--- src/rtl/adc_ctl_pkg.sv ---
package adc_ctl_pkg;

  typedef enum logic [2:0] {
    S_IDLE,
    S_CONV_LOW,
    S_BUSY_WAIT,
    S_READ1,
    S_READ2,
    S_RECOVER,
    S_PD_LOW,
    S_WAKE
  } ctlState_t;

  // strobes from the sequencer to the datapath
  typedef struct packed {
    logic clrTimer;
    logic clrPeriod;
    logic convLow;
    logic capFull;
    logic capHigh;
    logic capLow;
  } ctlStrobe_t;

  function automatic int cyclesFor(input int ns, input int periodNs);
    return (ns + periodNs - 1) / periodNs;
  endfunction

  function automatic int maxOf(input int a, input int b);
    return (a > b) ? a : b;
  endfunction

endpackage

--- src/rtl/adc_ctl_datapath.sv ---
module adc_ctl_datapath
  import adc_ctl_pkg::*;
#(
  parameter int DATA_W       = 16,
  parameter int HALF_W       = 8,
  parameter int SYNC_STAGES  = 2,
  parameter int TIMER_W      = 10,
  parameter int PERIOD_CYC   = 32,
  parameter int HIGH_CYC     = 13
) (
  input  logic              clk,
  input  logic              rstN,
  input  ctlStrobe_t        strb,
  input  logic              adcBusy,
  input  logic [DATA_W-1:0] adcData,
  output logic [TIMER_W-1:0] timer,
  output logic              busySync,
  output logic              periodDone,
  output logic              highDone,
  output logic              resultValid,
  output logic [DATA_W-1:0] result
);

  localparam int PERIOD_W = $clog2(PERIOD_CYC + 1);
  localparam int HIGH_W   = $clog2(HIGH_CYC + 1);
  localparam logic [PERIOD_W-1:0] PERIOD_LAST = PERIOD_W'(PERIOD_CYC - 1);
  localparam logic [HIGH_W-1:0]   HIGH_LAST   = HIGH_W'(HIGH_CYC - 1);

  // busy synchroniser, depth chosen by parameter
  logic [SYNC_STAGES-1:0] syncQ;
  generate
    if (SYNC_STAGES == 1) begin : g_sync1
      always_ff @(posedge clk or negedge rstN) begin
        if (!rstN) syncQ <= '0;
        else       syncQ <= adcBusy;
      end
    end else begin : g_syncN
      always_ff @(posedge clk or negedge rstN) begin
        if (!rstN) syncQ <= '0;
        else       syncQ <= {syncQ[SYNC_STAGES-2:0], adcBusy};
      end
    end
  endgenerate
  assign busySync = syncQ[SYNC_STAGES-1];

  // state timer, cleared on every state change, saturating
  always_ff @(posedge clk or negedge rstN) begin
    if (!rstN)               timer <= '0;
    else if (strb.clrTimer)  timer <= '0;
    else if (timer != '1)    timer <= timer + 1'b1;
  end

  // cycles since the last convert-start fall
  logic [PERIOD_W-1:0] periodCnt;
  always_ff @(posedge clk or negedge rstN) begin
    if (!rstN)                      periodCnt <= PERIOD_LAST;
    else if (strb.clrPeriod)        periodCnt <= '0;
    else if (periodCnt != PERIOD_LAST) periodCnt <= periodCnt + 1'b1;
  end
  assign periodDone = (periodCnt == PERIOD_LAST);

  // cycles the convert-start line has been high
  logic [HIGH_W-1:0] highCnt;
  always_ff @(posedge clk or negedge rstN) begin
    if (!rstN)                  highCnt <= HIGH_LAST;
    else if (strb.convLow)      highCnt <= '0;
    else if (highCnt != HIGH_LAST) highCnt <= highCnt + 1'b1;
  end
  assign highDone = (highCnt == HIGH_LAST);

  // capture registers
  logic [HALF_W-1:0] upperQ;
  always_ff @(posedge clk or negedge rstN) begin
    if (!rstN) begin
      upperQ      <= '0;
      result      <= '0;
      resultValid <= 1'b0;
    end else begin
      resultValid <= strb.capFull | strb.capLow;
      if (strb.capHigh) upperQ <= adcData[HALF_W-1:0];
      if (strb.capFull) result <= adcData;
      if (strb.capLow)  result <= {upperQ, adcData[HALF_W-1:0]};
    end
  end

  AST_CAP_EXCLUSIVE: assert property (@(posedge clk) disable iff (!rstN)
    $onehot0({strb.capFull, strb.capHigh, strb.capLow}));
  AST_VALID_ONE_CYCLE: assert property (@(posedge clk) disable iff (!rstN)
    resultValid |=> !resultValid);

endmodule

--- src/rtl/adc_ctl_fsm.sv ---
module adc_ctl_fsm
  import adc_ctl_pkg::*;
#(
  parameter int TIMER_W          = 10,
  parameter int CONV_LOW_CYC     = 3,
  parameter int BUSY_MASK_CYC    = 4,
  parameter int BUSY_TIMEOUT_CYC = 250,
  parameter int READ_ACC_CYC     = 3,
  parameter int BYTE_SET_CYC     = 3,
  parameter int GAP_CYC          = 4,
  parameter int RST_PULSE_CYC    = 13,
  parameter int PD_PULSE_CYC     = 188,
  parameter int WAKE_CYC         = 625
) (
  input  logic               clk,
  input  logic               rstN,
  input  logic               startReq,
  input  logic               splitMode,
  input  logic               resetReq,
  input  logic               powerDownReq,
  input  logic [TIMER_W-1:0] timer,
  input  logic               busySync,
  input  logic               periodDone,
  input  logic               highDone,
  output ctlStrobe_t         strb,
  output logic               ready,
  output logic               timeoutErr,
  output logic               convStN,
  output logic               csN,
  output logic               rdN,
  output logic               byteSel,
  output logic               pdN
);

  localparam logic [TIMER_W-1:0] T_CONV_LOW = TIMER_W'(CONV_LOW_CYC - 1);
  localparam logic [TIMER_W-1:0] T_MASK     = TIMER_W'(BUSY_MASK_CYC - 1);
  localparam logic [TIMER_W-1:0] T_TIMEOUT  = TIMER_W'(BUSY_TIMEOUT_CYC - 1);
  localparam logic [TIMER_W-1:0] T_READ     = TIMER_W'(READ_ACC_CYC - 1);
  localparam logic [TIMER_W-1:0] T_BYTE     = TIMER_W'(BYTE_SET_CYC - 1);
  localparam logic [TIMER_W-1:0] T_GAP      = TIMER_W'(GAP_CYC - 1);
  localparam logic [TIMER_W-1:0] T_RST      = TIMER_W'(RST_PULSE_CYC - 1);
  localparam logic [TIMER_W-1:0] T_PD       = TIMER_W'(PD_PULSE_CYC - 1);
  localparam logic [TIMER_W-1:0] T_WAKE     = TIMER_W'(WAKE_CYC - 1);

  ctlState_t state, nextState;
  logic splitQ, splitNext;
  logic longPdQ, longPdNext;
  logic timeoutHit;

  always_comb begin
    nextState  = state;
    splitNext  = splitQ;
    longPdNext = longPdQ;
    timeoutHit = 1'b0;
    strb       = '0;
    case (state)
      S_IDLE: begin
        if (powerDownReq) begin
          nextState  = S_PD_LOW;
          longPdNext = 1'b1;
        end else if (resetReq) begin
          nextState  = S_PD_LOW;
          longPdNext = 1'b0;
        end else if (startReq) begin
          nextState      = S_CONV_LOW;
          splitNext      = splitMode;
          strb.clrPeriod = 1'b1;
        end
      end
      S_CONV_LOW: begin
        strb.convLow = 1'b1;
        if (timer >= T_CONV_LOW) nextState = S_BUSY_WAIT;
      end
      S_BUSY_WAIT: begin
        if (timer >= T_MASK && !busySync) begin
          nextState = S_READ1;
        end else if (timer >= T_TIMEOUT) begin
          nextState  = S_RECOVER;
          timeoutHit = 1'b1;
        end
      end
      S_READ1: begin
        if (timer >= T_READ) begin
          if (splitQ) begin
            strb.capHigh = 1'b1;
            nextState    = S_READ2;
          end else begin
            strb.capFull = 1'b1;
            nextState    = S_RECOVER;
          end
        end
      end
      S_READ2: begin
        if (timer >= T_BYTE) begin
          strb.capLow = 1'b1;
          nextState   = S_RECOVER;
        end
      end
      S_RECOVER: begin
        if (timer >= T_GAP && periodDone && highDone) nextState = S_IDLE;
      end
      S_PD_LOW: begin
        if (timer >= (longPdQ ? T_PD : T_RST)) nextState = S_WAKE;
      end
      S_WAKE: begin
        if (timer >= T_WAKE) nextState = S_IDLE;
      end
      default: nextState = S_IDLE;
    endcase
    strb.clrTimer = (nextState != state);
  end

  always_ff @(posedge clk or negedge rstN) begin
    if (!rstN) begin
      state      <= S_IDLE;
      splitQ     <= 1'b0;
      longPdQ    <= 1'b0;
      timeoutErr <= 1'b0;
    end else begin
      state      <= nextState;
      splitQ     <= splitNext;
      longPdQ    <= longPdNext;
      timeoutErr <= timeoutHit;
    end
  end

  assign ready   = (state == S_IDLE);
  assign convStN = (state != S_CONV_LOW);
  assign csN     = !((state == S_READ1) || (state == S_READ2));
  assign rdN     = csN;
  assign byteSel = (state == S_READ2);
  assign pdN     = (state != S_PD_LOW);

  AST_CONV_LOW_MIN: assert property (@(posedge clk) disable iff (!rstN)
    $rose(convStN) |-> ($past(timer) == T_CONV_LOW));
  AST_PERIOD_GUARD: assert property (@(posedge clk) disable iff (!rstN)
    $fell(convStN) |-> ($past(periodDone) && $past(highDone)));
  AST_READ_AFTER_BUSY: assert property (@(posedge clk) disable iff (!rstN)
    $fell(csN) |-> (!$past(busySync) && $past(timer) >= T_MASK));
  AST_START_ONLY_IDLE: assert property (@(posedge clk) disable iff (!rstN)
    $fell(convStN) |-> ($past(state) == S_IDLE));
  AST_PD_WIDTH: assert property (@(posedge clk) disable iff (!rstN)
    $rose(pdN) |-> ($past(timer) == T_RST || $past(timer) == T_PD));

endmodule

--- src/rtl/adc_conv_ctrl.sv ---
module adc_conv_ctrl
  import adc_ctl_pkg::*;
#(
  parameter int DATA_W          = 16,
  parameter int SYNC_STAGES     = 2,
  parameter int CLK_PERIOD_NS   = 8,
  parameter int CONV_LOW_NS     = 20,
  parameter int CONV_HIGH_NS    = 100,
  parameter int CONV_PERIOD_NS  = 250,
  parameter int QUIET_PRE_NS    = 30,
  parameter int QUIET_POST_NS   = 10,
  parameter int READ_ACCESS_NS  = 17,
  parameter int BYTE_SETTLE_NS  = 20,
  parameter int BUS_RELEASE_NS  = 12,
  parameter int RESET_PULSE_NS  = 100,
  parameter int PD_PULSE_NS     = 1500,
  parameter int WAKE_NS         = 5000,
  parameter int BUSY_TIMEOUT_NS = 2000
) (
  input  logic              clk,
  input  logic              rstN,
  input  logic              startReq,
  input  logic              splitMode,
  input  logic              resetReq,
  input  logic              powerDownReq,
  output logic              ready,
  output logic              resultValid,
  output logic [DATA_W-1:0] result,
  output logic              timeoutErr,
  output logic              convStN,
  output logic              csN,
  output logic              rdN,
  output logic              byteSel,
  output logic              pdN,
  input  logic              adcBusy,
  input  logic [DATA_W-1:0] adcData
);

  localparam int HALF_W           = DATA_W / 2;
  localparam int CONV_LOW_CYC     = cyclesFor(CONV_LOW_NS, CLK_PERIOD_NS);
  localparam int HIGH_CYC         = cyclesFor(CONV_HIGH_NS, CLK_PERIOD_NS);
  localparam int PERIOD_CYC       = cyclesFor(CONV_PERIOD_NS, CLK_PERIOD_NS);
  localparam int QUIET_PRE_CYC    = cyclesFor(QUIET_PRE_NS, CLK_PERIOD_NS);
  localparam int QUIET_POST_CYC   = cyclesFor(QUIET_POST_NS, CLK_PERIOD_NS);
  localparam int READ_ACC_CYC     = cyclesFor(READ_ACCESS_NS, CLK_PERIOD_NS);
  localparam int BYTE_SET_CYC     = cyclesFor(BYTE_SETTLE_NS, CLK_PERIOD_NS);
  localparam int RELEASE_CYC      = cyclesFor(BUS_RELEASE_NS, CLK_PERIOD_NS);
  localparam int RST_PULSE_CYC    = cyclesFor(RESET_PULSE_NS, CLK_PERIOD_NS);
  localparam int PD_PULSE_CYC     = cyclesFor(PD_PULSE_NS, CLK_PERIOD_NS);
  localparam int WAKE_CYC         = cyclesFor(WAKE_NS, CLK_PERIOD_NS);
  localparam int BUSY_TIMEOUT_CYC = cyclesFor(BUSY_TIMEOUT_NS, CLK_PERIOD_NS);
  localparam int GAP_CYC          = maxOf(QUIET_PRE_CYC, RELEASE_CYC);
  localparam int BUSY_MASK_CYC    = maxOf(QUIET_POST_CYC, SYNC_STAGES + 2);
  localparam int MAX_CYC          = maxOf(maxOf(WAKE_CYC, PD_PULSE_CYC),
                                          maxOf(BUSY_TIMEOUT_CYC, PERIOD_CYC));
  localparam int TIMER_W          = $clog2(MAX_CYC + 1);

  ctlStrobe_t         strb;
  logic [TIMER_W-1:0] timer;
  logic               busySync;
  logic               periodDone;
  logic               highDone;

  adc_ctl_fsm #(
    .TIMER_W         (TIMER_W),
    .CONV_LOW_CYC    (CONV_LOW_CYC),
    .BUSY_MASK_CYC   (BUSY_MASK_CYC),
    .BUSY_TIMEOUT_CYC(BUSY_TIMEOUT_CYC),
    .READ_ACC_CYC    (READ_ACC_CYC),
    .BYTE_SET_CYC    (BYTE_SET_CYC),
    .GAP_CYC         (GAP_CYC),
    .RST_PULSE_CYC   (RST_PULSE_CYC),
    .PD_PULSE_CYC    (PD_PULSE_CYC),
    .WAKE_CYC        (WAKE_CYC)
  ) u_fsm (
    .clk         (clk),
    .rstN        (rstN),
    .startReq    (startReq),
    .splitMode   (splitMode),
    .resetReq    (resetReq),
    .powerDownReq(powerDownReq),
    .timer       (timer),
    .busySync    (busySync),
    .periodDone  (periodDone),
    .highDone    (highDone),
    .strb        (strb),
    .ready       (ready),
    .timeoutErr  (timeoutErr),
    .convStN     (convStN),
    .csN         (csN),
    .rdN         (rdN),
    .byteSel     (byteSel),
    .pdN         (pdN)
  );

  adc_ctl_datapath #(
    .DATA_W     (DATA_W),
    .HALF_W     (HALF_W),
    .SYNC_STAGES(SYNC_STAGES),
    .TIMER_W    (TIMER_W),
    .PERIOD_CYC (PERIOD_CYC),
    .HIGH_CYC   (HIGH_CYC)
  ) u_dp (
    .clk        (clk),
    .rstN       (rstN),
    .strb       (strb),
    .adcBusy    (adcBusy),
    .adcData    (adcData),
    .timer      (timer),
    .busySync   (busySync),
    .periodDone (periodDone),
    .highDone   (highDone),
    .resultValid(resultValid),
    .result     (result)
  );

endmodule

--- config.mk ---
export PLATFORM = sky130hd
export DESIGN_NAME = adc_conv_ctrl
export DESIGN_NICKNAME = d
export VERILOG_FILES = /design/src/rtl/adc_ctl_pkg.sv /design/src/rtl/adc_ctl_datapath.sv /design/src/rtl/adc_ctl_fsm.sv /design/src/rtl/adc_conv_ctrl.sv
export SDC_FILE = /design/constraint.sdc
export NUM_CORES = 1
export LEC_CHECK = 0
export ABC_AREA = 1
export CAP_MARGIN = 20
export CORE_MARGIN = 4
export CORE_UTILIZATION = 30
export CTS_BUF_LIST = sky130_fd_sc_hd__clkbuf_4
export DETAILED_ROUTE_END_ITERATION = 16
export DONT_BUFFER_PORTS = 1
export GPL_TIMING_DRIVEN = 0
export PLACE_DENSITY = 0.57
export SLEW_MARGIN = 25
export SYNTH_ARGS = -nofsm -noshare
export SYNTH_HDL_FRONTEND = slang
export SYNTH_SLANG_ARGS = --single-unit
--- constraint.sdc ---
create_clock -name clk -period 1.8 [get_ports clk]
set_input_delay 0.18 -clock clk [delete_from_list [all_inputs] [get_ports clk]]
set_output_delay 0.18 -clock clk [all_outputs]
set_load 0.03 [all_outputs]
==> key figures, run 1 <==
Status
  – Run status: finished with violations
  – Violated checks: setup timing

Setup path
  – Arrival time of data at the critical path endpoint: 2.26 ns
  – Worst reg-to-reg path cell count: 12
  – Nature of the critical path endpoint: flip-flop
  – Startpoint type of the worst setup path: flip-flop
  – Required time of the worst setup path: 2.08 ns
  – Highest fanout seen on the critical path: 5
  – Endpoint of the lowest-slack register-to-register path: u_dp.timer[3]
  – Internal reg-to-reg setup slack: -0.18 ns
  – Setup crit end: u_dp.timer[3]
  – Critical Path Source: u_dp.periodCnt[0]
  – Path type of the worst setup path: reg -> reg
  – Launch point of the worst reg-to-reg path: u_dp.periodCnt[0]

Drt
  – Final Routed Wirelength: 6.961 mm
  – Count of nets left with antenna violations after detail routing: 0
  – Post-route DRC: 0
  – DR WL/cell: 14.29 um
  – Number of DRC markers after the initial detailed-route iteration: 120
  – Total number of vias: about 2,400
  – Number of vias per cell: just under 5
  – First-pass iteration count of the detailed router: 4

Final layout
  – Area Growth Syn to Fin: 34.48%
  – Layout filler cell count: 817
  – Net total in the final layout: 414
  – Share of final-layout standard cells stronger than drive strength 1: around a third
  – Post-Layout Cell Count: 487
  – Final instance area: 3762 um^2
  – Antenna diode instance count: 0

Global route
  – Residual overflow from global routing: 0
  – Number of global-route vias before repair: 2,322
  – Pin count of the biggest net entering global routing: 54
  – Global Route Usage Sum: 12.59%
  – First-pass GRT wire length: 11.25 mm
  – Initial antenna violation count: 0

Die
  – DIE WIDTH: 104.6 um
  – Area of the core region: 8891 um^2
  – Number of top-level pins: 47
  – Number of rows in the core area: 34
  – Starting Density: 31.47%
  – Area of the die: 10,930 um^2
  – Die Span Y: 104.6 um

Worst hold path
  – Depth of the worst hold-timing path: 2
  – Min-delay worst type: in -> reg

Placement
  – Post-placement cell area: 2939 um^2
  – Placed wire-length estimate: ~4.5 mm
  – Count of buffers from port buffering: 0
  – Total placed cells including tap cells: 424
  – Final GP Congestion: slightly above 0.8

Clock tree
  – Clock-pin transition on the worst setup and hold timing paths: approximately 0.17 ns
  – Root Driver: sky130_fd_sc_hd__clkbuf_4
  – TritonCTS clock tree: yes
  – Clock insertion delay at the later pin of the skew report: 0.39 ns
  – Total number of H-tree levels: 2
  – Clock buffers created by TritonCTS: 5
  – Buffer depth of the longest clock path: 2
  – Number of sinks on the clock net: 53

STA
  – Period Utilization, post-route: 109.8%
  – Setup repair after global routing missed its margin: true
  – Pins Over Slew Limit: 0
  – Max Clk Rate: 506.2 MHz
  – Setup slack after layout: -0.1756 ns
  – Hold violation total from the final report: 0
  – Setup-failing EPs final: 13
  – Tightest Pin Transition: 0.4046 ns
  – Post-layout min period: between 1.5 and 2 ns
  – Worst slew margin relative to its limit: 72.84%
  – Clock Skews: 0.01883 ns

Synth
  – Leading post-synthesis cells by cell area: sky130_fd_sc_hd__dfrtp_1, sky130_fd_sc_hd__nand2_1, sky130_fd_sc_hd__dfstp_2
  – Flip-flop and latch count after synthesis: 53
  – Count of unique library cells instantiated by Yosys: 28
  – Top_reg_cell synth: sky130_fd_sc_hd__dfrtp_1
  – Synth Cell Area: 2798 um^2
  – Post-Synthesis Net Count: 352
  – Share of the yosys chip area belonging to registers: 47.72%
  – Most instantiated library cell after synthesis: sky130_fd_sc_hd__nand2_1
  – Share of Yosys cell area claimed by the top area cell type: 41.14%
  – Yosys warning count: 0
  – Average cell area after synthesis: 8.853 um^2
  – Syn Inst Count: ~320
  – Post-synth top area cell: sky130_fd_sc_hd__dfrtp_1
  – Async set or reset register ratio after synthesis: 100.0%
  – Number of flops mapped to enable cells by yosys: 0
  – Commonest cells in the synthesized netlist: sky130_fd_sc_hd__nand2_1, sky130_fd_sc_hd__nor2_1, sky130_fd_sc_hd__dfrtp_1, sky130_fd_sc_hd__inv_1, sky130_fd_sc_hd__nand3_1

Pwr
  – Leakage: 1.755 nW
  – Worst vdd rail ir drop: 0.5363 mV
  – Power per cell area: between 1500 and 2000 nW/um^2

Flow run
  – Reported max-cap violation count: 0
[stage by stage]
stage                     hold WS (ns)  TNS, ns  utilization [%]  worst slack [ns]  power, W
after global placement         -0.1128   -5.430            33.06           -0.2513  0.004409
after CTS                       0.1269   -3.253            39.54           -0.1712  0.005604
final                          0.04878   -1.878            42.32           -0.1756  0.005949
after detailed placement       -0.1131   -6.229            33.06           -0.2534  0.004474
after global routing           0.04257   -3.593            42.32           -0.2810  0.006353
after floorplan                -0.1156        0                -          0.001234  0.004023
[layout by cell type, fill, tap and decap left out, drive strengths merged, types with 9 or more instances in the layout]
master / instances
ha: 13
nand2: 65
nand3: 32
buf: 38
inv: 33
nor2: 51
o21ai: 13
mux2: 14
dlygate4sd3: 20
dfrtp: 46
a31oi: 9
[report_power, final]
| group | switching (W) | leakage [nW] | internal [W] |
|---|---|---|---|
| logic | 0.00159 | 1.10 | 0.00130 |
| registers | 0.000770 | 0.619 | 0.00171 |
| clock network | 0.000420 | 0.0322 | 0.000163 |
[what timing repair did]
| item | in CTS | in global routing |
|---|---|---|
| pin swaps | 14 | 20 |
| endpoints found under the hold margin | 80 | 0 |
| setup buffers | 21 | 13 |
| hold buffers | 21 | 0 |
| setup endpoints to repair | 41 | 42 |
| resized for setup | 30 | 43 |
| cloned | 2 | 0 |
[flip-flops by register name (all words and copies together), names as in the netlist]
name              flops
u_fsm.longPdQ         1
u_dp.timer           10
u_dp.resultValid      1
u_dp.result          16
u_dp.syncQ            2
u_fsm.timeoutErr      1
u_dp.highCnt          4
u_dp.periodCnt        6
u_fsm.splitQ          1
u_fsm.state           3
u_dp.upperQ           8
[critical path: stages (launching register included)]
cell and delay [ns]:
sky130_fd_sc_hd__dfstp_2 0.60, sky130_fd_sc_hd__ha_4 0.16, sky130_fd_sc_hd__nand2_4 0.05, sky130_fd_sc_hd__nor2_4 0.09, sky130_fd_sc_hd__nand2_2 0.06, sky130_fd_sc_hd__nor2_1 0.09, sky130_fd_sc_hd__nand2_1 0.08, sky130_fd_sc_hd__nand2_2 0.08
sky130_fd_sc_hd__nand2_2 0.06, sky130_fd_sc_hd__nor2_4 0.12, sky130_fd_sc_hd__nand4_1 0.25, sky130_fd_sc_hd__nand3_2 0.20, sky130_fd_sc_hd__nor2_1 0.05
[routing by layer]
metal / track usage [%] / vias up / share of wire (%)
met5: 0 / - / 0
met4: 5.155 / 0 / 1.9
met3: 2.589 / 10 / 3.0
met2: 20.94 / 47 / 49
met1: 16.04 / 1140 / 46
li1: - / 1171 / -
[layout make-up]
| cell class | instances | area (um^2) | share of cell area, % |
|---|---|---|---|
| clock buffer | 5 | 37.54 | 0.9977 |
| tap | 108 | 135.1 | 3.592 |
| inverter | 31 | 118.9 | 3.159 |
| timing repair buffer | 54 | 495.5 | 13.17 |
| buffer | 6 | 81.33 | 2.162 |
| multi-input combinational | 227 | 1525 | 40.54 |
| clock inverter | 3 | 25.02 | 0.6651 |
| sequential | 53 | 1344 | 35.72 |
[worst min path at each step]
stage	startpoint	end	slack [ns]
after floorplan	rstN	u_dp.highCnt[0]	-0.12
after global placement	rstN	u_dp.timer[3]	-0.11
after detailed placement	rstN	u_dp.timer[9]	-0.11
after CTS	powerDownReq	u_fsm.longPdQ	0.13
after global routing	powerDownReq	u_fsm.state[1]	0.04
final	powerDownReq	u_fsm.state[1]	0.05
[cells by family after synthesis]
group,after synthesis,synth area share (%)
adder cells (fa/ha/maj),13,5.814
buffers and inverters,37,6.172
AO/OA/AOI/OAI,29,5.814
flip-flops,53,47.72
XOR/XNOR,8,2.505
AND/OR/NAND/NOR,161,25.98
multiplexers,15,5.993
Note: power is estimated with default switching activity, not from simulation.
==> run 2: changes to the inputs <==
--- a/config.mk
+++ b/config.mk
@@ -6,6 +6,7 @@
 export NUM_CORES = 1
 export LEC_CHECK = 0
 export ABC_AREA = 1
+export ABC_CLOCK_PERIOD_IN_PS = 1800
 export CAP_MARGIN = 20
 export CORE_MARGIN = 4
 export CORE_UTILIZATION = 30
==> results of run 2 <==
Same layout as run 1: the final DEF is identical, and so are final timing and power.
